**config.mk**
```make
export PLATFORM = sky130hd
export DESIGN_NAME = tlb_cache
export DESIGN_NICKNAME = d
export VERILOG_FILES = /design/src/rtl/tlb_pkg.sv /design/src/rtl/tlb_match.sv /design/src/rtl/tlb_victim.sv /design/src/rtl/tlb_sat_cnt.sv /design/src/rtl/tlb_cache.sv
export SDC_FILE = /design/constraint.sdc
export NUM_CORES = 1
export LEC_CHECK = 0
export BUFFER_PORTS_ARGS = -buffer_cell sky130_fd_sc_hd__buf_2
export CAP_MARGIN = 20
export CELL_PAD_IN_SITES_DETAIL_PLACEMENT = 1
export CELL_PAD_IN_SITES_GLOBAL_PLACEMENT = 1
export CORE_ASPECT_RATIO = 1.25
export CORE_MARGIN = 1
export CORE_UTILIZATION = 42
export CTS_BUF_LIST = sky130_fd_sc_hd__clkbuf_8 sky130_fd_sc_hd__clkbuf_16
export CTS_CLUSTER_SIZE = 10
export DETAILED_ROUTE_END_ITERATION = 10
export GPL_TIMING_DRIVEN = 1
export HOLD_SLACK_MARGIN = 0.12
export PLACE_DENSITY = 0.78
export SLEW_MARGIN = 30
export SYNTH_ARGS = -nofsm -noshare
export SYNTH_HDL_FRONTEND = slang
export SYNTH_SLANG_ARGS = --single-unit
```
**constraint.sdc**
```tcl
create_clock -name clk -period 3.8 [get_ports clk]
set_input_delay 0.19 -clock clk [delete_from_list [all_inputs] [get_ports clk]]
set_output_delay 0.19 -clock clk [all_outputs]
set_load 0.02 [all_outputs]
```
**src/rtl/tlb_pkg.sv**
```systemverilog
package tlb_pkg;
    typedef enum logic [1:0] {
        FILL_FREE  = 2'd0,
        FILL_EVICT = 2'd1,
        FILL_DROP  = 2'd2
    } fill_kind_e;
endpackage

```
**src/rtl/tlb_match.sv**
```systemverilog
module tlb_match #(
    parameter int N     = 8,
    parameter int VPN_W = 20,
    localparam int IW   = $clog2(N)
) (
    input  logic [N-1:0]            vld,
    input  logic [N-1:0][VPN_W-1:0] tags,
    input  logic [VPN_W-1:0]        key,
    output logic                    hit,
    output logic [IW-1:0]           idx
);
    always_comb begin
        hit = 1'b0;
        idx = '0;
        for (int i = 0; i < N; i++) begin
            if (!hit && vld[i] && tags[i] == key) begin
                hit = 1'b1;
                idx = IW'(i);
            end
        end
    end
endmodule

```
**src/rtl/tlb_victim.sv**
```systemverilog
module tlb_victim
    import tlb_pkg::*;
#(
    parameter int N   = 8,
    localparam int IW = $clog2(N)
) (
    input  logic [N-1:0]  vld,
    input  logic [N-1:0]  wired,
    input  logic [IW-1:0] rr,
    output fill_kind_e    kind,
    output logic [IW-1:0] slot
);
    always_comb begin
        logic found;
        int   j;
        found = 1'b0;
        kind  = FILL_DROP;
        slot  = '0;
        for (int i = 0; i < N; i++) begin
            if (!found && !vld[i]) begin
                found = 1'b1;
                kind  = FILL_FREE;
                slot  = IW'(i);
            end
        end
        for (int k = 0; k < N; k++) begin
            j = int'(rr) + k;
            if (j >= N) j = j - N;
            if (!found && !wired[j]) begin
                found = 1'b1;
                kind  = FILL_EVICT;
                slot  = IW'(j);
            end
        end
    end
endmodule

```
**src/rtl/tlb_sat_cnt.sv**
```systemverilog
module tlb_sat_cnt #(
    parameter int W = 32
) (
    input  logic         clk,
    input  logic         rst_n,
    input  logic         clr,
    input  logic         inc,
    output logic [W-1:0] cnt
);
    logic [W-1:0] cnt_d, cnt_q;

    always_comb begin
        cnt_d = cnt_q;
        if (clr)                    cnt_d = '0;
        else if (inc && ~&cnt_q)    cnt_d = cnt_q + 1'b1;
    end

    always_ff @(posedge clk) begin
        if (!rst_n) cnt_q <= '0;
        else        cnt_q <= cnt_d;
    end

    assign cnt = cnt_q;


    cnt_sat_hold_chk: assert property (@(posedge clk) disable iff (!rst_n)
        (&cnt_q && !clr) |=> &cnt_q);

    cnt_clear_chk: assert property (@(posedge clk) disable iff (!rst_n)
        clr |=> cnt_q == '0);
endmodule

```
**src/rtl/tlb_cache.sv**
```systemverilog
module tlb_cache
    import tlb_pkg::*;
#(
    parameter int ENTRIES = 8,
    parameter int VPN_W   = 20,
    parameter int PFN_W   = 20,
    parameter int CNT_W   = 32,
    localparam int IW     = $clog2(ENTRIES)
) (
    input  logic             clk,
    input  logic             rst_n,
    input  logic             lk_valid,
    input  logic [VPN_W-1:0] lk_vpn,
    output logic             lk_hit,
    output logic             lk_miss,
    output logic [PFN_W-1:0] lk_pfn,
    output logic             walk_req,
    output logic [VPN_W-1:0] walk_vpn,
    input  logic             rsp_valid,
    input  logic             rsp_ok,
    input  logic [PFN_W-1:0] rsp_pfn,
    input  logic             rsp_wired,
    input  logic             flush,
    input  logic             inv_valid,
    input  logic [IW-1:0]    inv_idx,
    input  logic             cnt_clr,
    output logic [CNT_W-1:0] hit_cnt,
    output logic [CNT_W-1:0] miss_cnt,
    output logic             fault,
    output logic             overflow
);
    typedef struct packed {
        logic [ENTRIES-1:0]            vld;
        logic [ENTRIES-1:0]            wired;
        logic [ENTRIES-1:0][VPN_W-1:0] vpn;
        logic [ENTRIES-1:0][PFN_W-1:0] pfn;
        logic [IW-1:0]                 rr;
        logic                          pend;
        logic [VPN_W-1:0]              wvpn;
        logic                          fault;
        logic                          ovf;
    } state_t;

    state_t     st_d, st_q;
    logic       m_hit;
    logic [IW-1:0] m_idx;
    fill_kind_e v_kind;
    logic [IW-1:0] v_slot;
    logic       fill_go;

    tlb_match #(.N(ENTRIES), .VPN_W(VPN_W)) u_match (
        .vld (st_q.vld),
        .tags(st_q.vpn),
        .key (lk_vpn),
        .hit (m_hit),
        .idx (m_idx)
    );

    tlb_victim #(.N(ENTRIES)) u_victim (
        .vld  (st_q.vld),
        .wired(st_q.wired),
        .rr   (st_q.rr),
        .kind (v_kind),
        .slot (v_slot)
    );

    assign lk_hit  = lk_valid && m_hit;
    assign lk_miss = lk_valid && !m_hit;
    assign lk_pfn  = lk_hit ? st_q.pfn[m_idx] : '0;
    assign fill_go = rsp_valid && st_q.pend && rsp_ok;

    always_comb begin
        st_d       = st_q;
        st_d.fault = 1'b0;
        if (flush) st_d.vld = st_q.vld & st_q.wired;
        if (inv_valid) begin
            st_d.vld[inv_idx]   = 1'b0;
            st_d.wired[inv_idx] = 1'b0;
        end
        if (rsp_valid && st_q.pend) begin
            st_d.pend = 1'b0;
            if (!rsp_ok) begin
                st_d.fault = 1'b1;
            end else if (v_kind == FILL_DROP) begin
                st_d.ovf = 1'b1;
            end else begin
                st_d.vld[v_slot]   = 1'b1;
                st_d.wired[v_slot] = rsp_wired;
                st_d.vpn[v_slot]   = st_q.wvpn;
                st_d.pfn[v_slot]   = rsp_pfn;
                if (v_kind == FILL_EVICT)
                    st_d.rr = (int'(v_slot) == ENTRIES - 1) ? '0 : v_slot + 1'b1;
            end
        end
        if (lk_miss && !st_q.pend) begin
            st_d.pend = 1'b1;
            st_d.wvpn = lk_vpn;
        end
    end

    always_ff @(posedge clk) begin
        if (!rst_n) st_q <= '0;
        else        st_q <= st_d;
    end

    assign walk_req = st_q.pend;
    assign walk_vpn = st_q.wvpn;
    assign fault    = st_q.fault;
    assign overflow = st_q.ovf;

    tlb_sat_cnt #(.W(CNT_W)) u_hits (
        .clk(clk), .rst_n(rst_n), .clr(cnt_clr), .inc(lk_hit), .cnt(hit_cnt)
    );
    tlb_sat_cnt #(.W(CNT_W)) u_misses (
        .clk(clk), .rst_n(rst_n), .clr(cnt_clr), .inc(lk_miss), .cnt(miss_cnt)
    );


    hit_miss_excl_chk: assert property (@(posedge clk) disable iff (!rst_n)
        !(lk_hit && lk_miss));

    walk_hold_chk: assert property (@(posedge clk) disable iff (!rst_n)
        (walk_req && !rsp_valid) |=> (walk_req && $stable(walk_vpn)));

    victim_unpinned_chk: assert property (@(posedge clk) disable iff (!rst_n)
        (fill_go && v_kind == FILL_EVICT) |-> !st_q.wired[v_slot]);

    overflow_sticky_chk: assert property (@(posedge clk) disable iff (!rst_n)
        overflow |=> overflow);

    fault_pulse_chk: assert property (@(posedge clk) disable iff (!rst_n)
        fault |=> !fault);

    generate
        for (genvar g = 0; g < ENTRIES; g++) begin : g_pin

            pinned_keep_chk: assert property (@(posedge clk) disable iff (!rst_n)
                (st_q.vld[g] && st_q.wired[g] && !(inv_valid && int'(inv_idx) == g))
                |=> (st_q.vld[g] && $stable(st_q.vpn[g])));
        end
    endgenerate
endmodule

```
==> impl_metrics.json <==
{
  "status": "complete, but fails checks",
  "violations": "negative setup slack",
  "min_period_over_period_pct": 101,
  "switchingPower_mw": 2.21,
  "start_util_pct": 42.8,
  "final_max_slew_viol_count": 0,
  "p_int_mw": 7.04,
  "numCtsBuffers": 49,
  "ys_seq_area_share_pct": 43.0,
  "viasPerCell": 5.68,
  "p_per_area_nw_per_um2": 387,
  "hp-start": "lk_vpn[18]",
  "r2r-start": "st_q[24]",
  "io_pins": 161,
  "firstDrtPassIters": 5,
  "clk_latency_ns": 0.61,
  "hp-class": "in -> reg",
  "synth_nets": 2246,
  "max_slew_margin_pct": 44.0,
  "yosysUniqueCellTypes": 67,
  "setup_ws_ns": -0.0224,
  "worst_pin_slew_ns": 0.841,
  "ys_async_sr_fraction_pct": 0,
  "grt_pass1_vias": 17666,
  "finalHoldViolCount": 0,
  "clkPwrFrac_pct": 45.4,
  "grt_overflow_total": 0,
  "swShare_pct": 23.9,
  "place_area_um2": 21300,
  "antenna_found_initial": 0,
  "fin_crit_ns": 3.82,
  "die_w_um": 196,
  "crit_chain": "xnor2_2, nand4_1, nor4_4, nand4_1, a21boi_4, o32ai_4, buf_12, buf_12, buf_16, mux2i_4, mux2i_1, a22o_1, buf_2",
  "root_buffer": "clkbuf_16",
  "yosysWarnings": 0,
  "final_area_um2": 23900,
  "gp_congestion": 0.912,
  "synth_cells": 2189,
  "die_h_um": 245,
  "clk_pin_slew_ns": 0.05,
  "multi_input_comb_area_um2": 10700,
  "drv_cap": 0,
  "drt_iter0_markers": 745,
  "clock_path_buffers": 3,
  "p_seq_share_pct": 48.8,
  "htreeDepth": 2,
  "synth.ff_latch_count": 426,
  "start_kind": "flip-flop",
  "layout.nets": 2399,
  "diodes": 0,
  "setup_tns_ns": -0.0543,
  "syn_avg_cell_area_um2": 9.07,
  "irDropWorstVdd_mv": 0.385,
  "drt_wl_total_um": 63800,
  "crit_fanout": 9,
  "worstSetupEndpointType": "primary output",
  "cts_tree": "built",
  "die_area_um2": 48100,
  "grt_start_max_net_pins": 110,
  "whs_ns": 0.197,
  "crit_required_ns": 3.61,
  "power.total_mw": 9.25,
  "post_drt_wl_per_cell_um": 21.4,
  "slowest_stage": "nor4_4",
  "synth_area_um2": 19800,
  "numPortBuffers": 160,
  "setup_viol_count_final": 5,
  "rsz0062_at_grt": "yes",
  "leakage_nw": 8.55,
  "grtUsageTotal_pct": 25.8,
  "rows": 88,
  "core_area_um2": 46400,
  "critPathMaxStageDelay_ns": 0.34,
  "clock-sinks": 426,
  "grt_pass1_wl_um": 98200,
  "arrival_ns": 3.63,
  "worst_clock_skew_ns": 0.0374,
  "route.detailed.drc": 0,
  "drive_above_1_share_pct": 16.6,
  "post-dp-hpwl_um": 41200,
  "clock.fmax_ghz": 0.262,
  "synth-main-ff-cell": "dfxtp_1",
  "p_comb_share_pct": 5.8,
  "fillers": 5247,
  "area_growth_pct": 20.4,
  "synth_edf_count": 0,
  "seq_area_um2": 8530,
  "dr_total_vias": 16914,
  "ant_nets": 0,
  "path_class": "reg -> out"
}
[synth_stat cells, drive strengths merged, types with 2 or more instances]
| cell type | instances | area, µm² |
|---|---|---|
| a21boi | 10 | 75.1 |
| a21oi | 21 | 109 |
| a22o | 20 | 175 |
| a22oi | 4 | 30.0 |
| a31o | 3 | 26.3 |
| a31oi | 5 | 37.5 |
| and2 | 7 | 43.8 |
| and3 | 16 | 100 |
| and4 | 12 | 105 |
| buf | 92 | 557 |
| clkbuf | 100 | 375 |
| dfxtp | 426 | 8530 |
| ha | 5 | 62.6 |
| inv | 20 | 75.1 |
| mux2 | 8 | 90.1 |
| mux2i | 236 | 2360 |
| mux4 | 10 | 233 |
| nand2 | 165 | 619 |
| nand2b | 12 | 75.1 |
| nand3 | 288 | 1440 |
| nand3b | 5 | 37.5 |
| nand4 | 57 | 357 |
| nand4b | 3 | 26.3 |
| nor2 | 67 | 251 |
| nor2b | 29 | 181 |
| nor3 | 20 | 128 |
| nor4 | 22 | 138 |
| o2111ai | 2 | 17.5 |
| o211ai | 4 | 30.0 |
| o21a | 6 | 45.0 |
| o21ai | 266 | 1370 |
| o21bai | 3 | 26.3 |
| o22ai | 3 | 25.0 |
| o32ai | 2 | 17.5 |
| or3 | 13 | 91.3 |
| or3b | 2 | 17.5 |
| or4 | 6 | 48.8 |
| xnor2 | 156 | 1370 |
| xor2 | 51 | 447 |
[cell families after synthesis]
family	Yosys count	synth area share [%]
simple gates	729	18.7
compound gates	356	10.3
buf+inv	212	5.08
fa+ha+maj	5	0.315
mux	254	13.5
flops	426	43.0
xor+xnor	207	9.14
[per-layer routing]
metal  vias to the layer above  part of all wire (%)  global-route usage [%]
li1                       7981                     -                       -
met1                      8445                    43                    31.0
met2                       370                    51                    46.6
met3                       118                   4.0                    4.07
met4                         0                   2.8                    8.62
met5                         -                     0                       0
[critical path, delay by kind of cell, from the launching register on]
family	cells	cell delay (ns)
xor+xnor	1	0.23
flops	1	0.33
mux	2	0.32
compound gates	3	0.75
simple gates	3	0.78
buf+inv	4	0.63
[layout make-up]
class	count	area share, %
Inverter	20	0.314
Timing Repair Buffer	294	10.4
Multi-Input combinational cell	1551	44.7
Clock buffer	52	5.35
Tap cell	630	3.30
Clock inverter	7	0.262
Sequential cell	426	35.7
[power by group through the flow]
stage	logic [mW]	clock network, mW	registers (mW)
4_1_cts	0.524	4.28	4.51
5_1_grt	0.571	4.46	4.51
2_1_floorplan	0.313	0	4.60
3_5_place_dp	0.476	0	4.61
3_3_place_gp	0.466	0	4.60
6_report	0.537	4.20	4.51
[placed cells by master, fill, tap and decap left out, types with 51 or more instances in the layout]
| cell | instances |
|---|---|
| dfxtp_1 | 422 |
| xnor2_1 | 140 |
| nor2_1 | 67 |
| nand4_1 | 57 |
| mux2i_1 | 229 |
| nand2_1 | 165 |
| clkbuf_16 | 57 |
| dlygate4sd3_1 | 51 |
| o21ai_0 | 224 |
| nand3_1 | 285 |
| buf_2 | 144 |
[per-stage QoR]
step / cells / utilization [%] / worst slack (ns)
after CTS: 2967 / 50.2 / -0.0793
final: 2980 / 51.6 / -0.0224
after detailed placement: 2854 / 46.0 / -0.0988
after global routing: 2980 / 51.6 / -0.113
after global placement: 2854 / 46.0 / -0.0485
after floorplan: 2189 / - / 0.139
[path summary, 6_finish.rpt]
check | endpoint | slack (ns) | cells past startpoint
setup / recovery | lk_pfn[11] | -0.02 | 13
hold reg to reg | flip-flop | 0.46 | 2
hold / removal | walk_vpn[18] | 0.20 | 4
setup reg to reg | flip-flop | 0.16 | 13
[timing repair]
action	CTS	global route
buffers inserted	3	6
hold endpoints to repair	211	0
hold buffers	51	0
cloned	0	7
gates resized for setup	12	83
pin swaps	8	30
setup endpoints to repair	22	269
(Power assumes the default switching activity.)
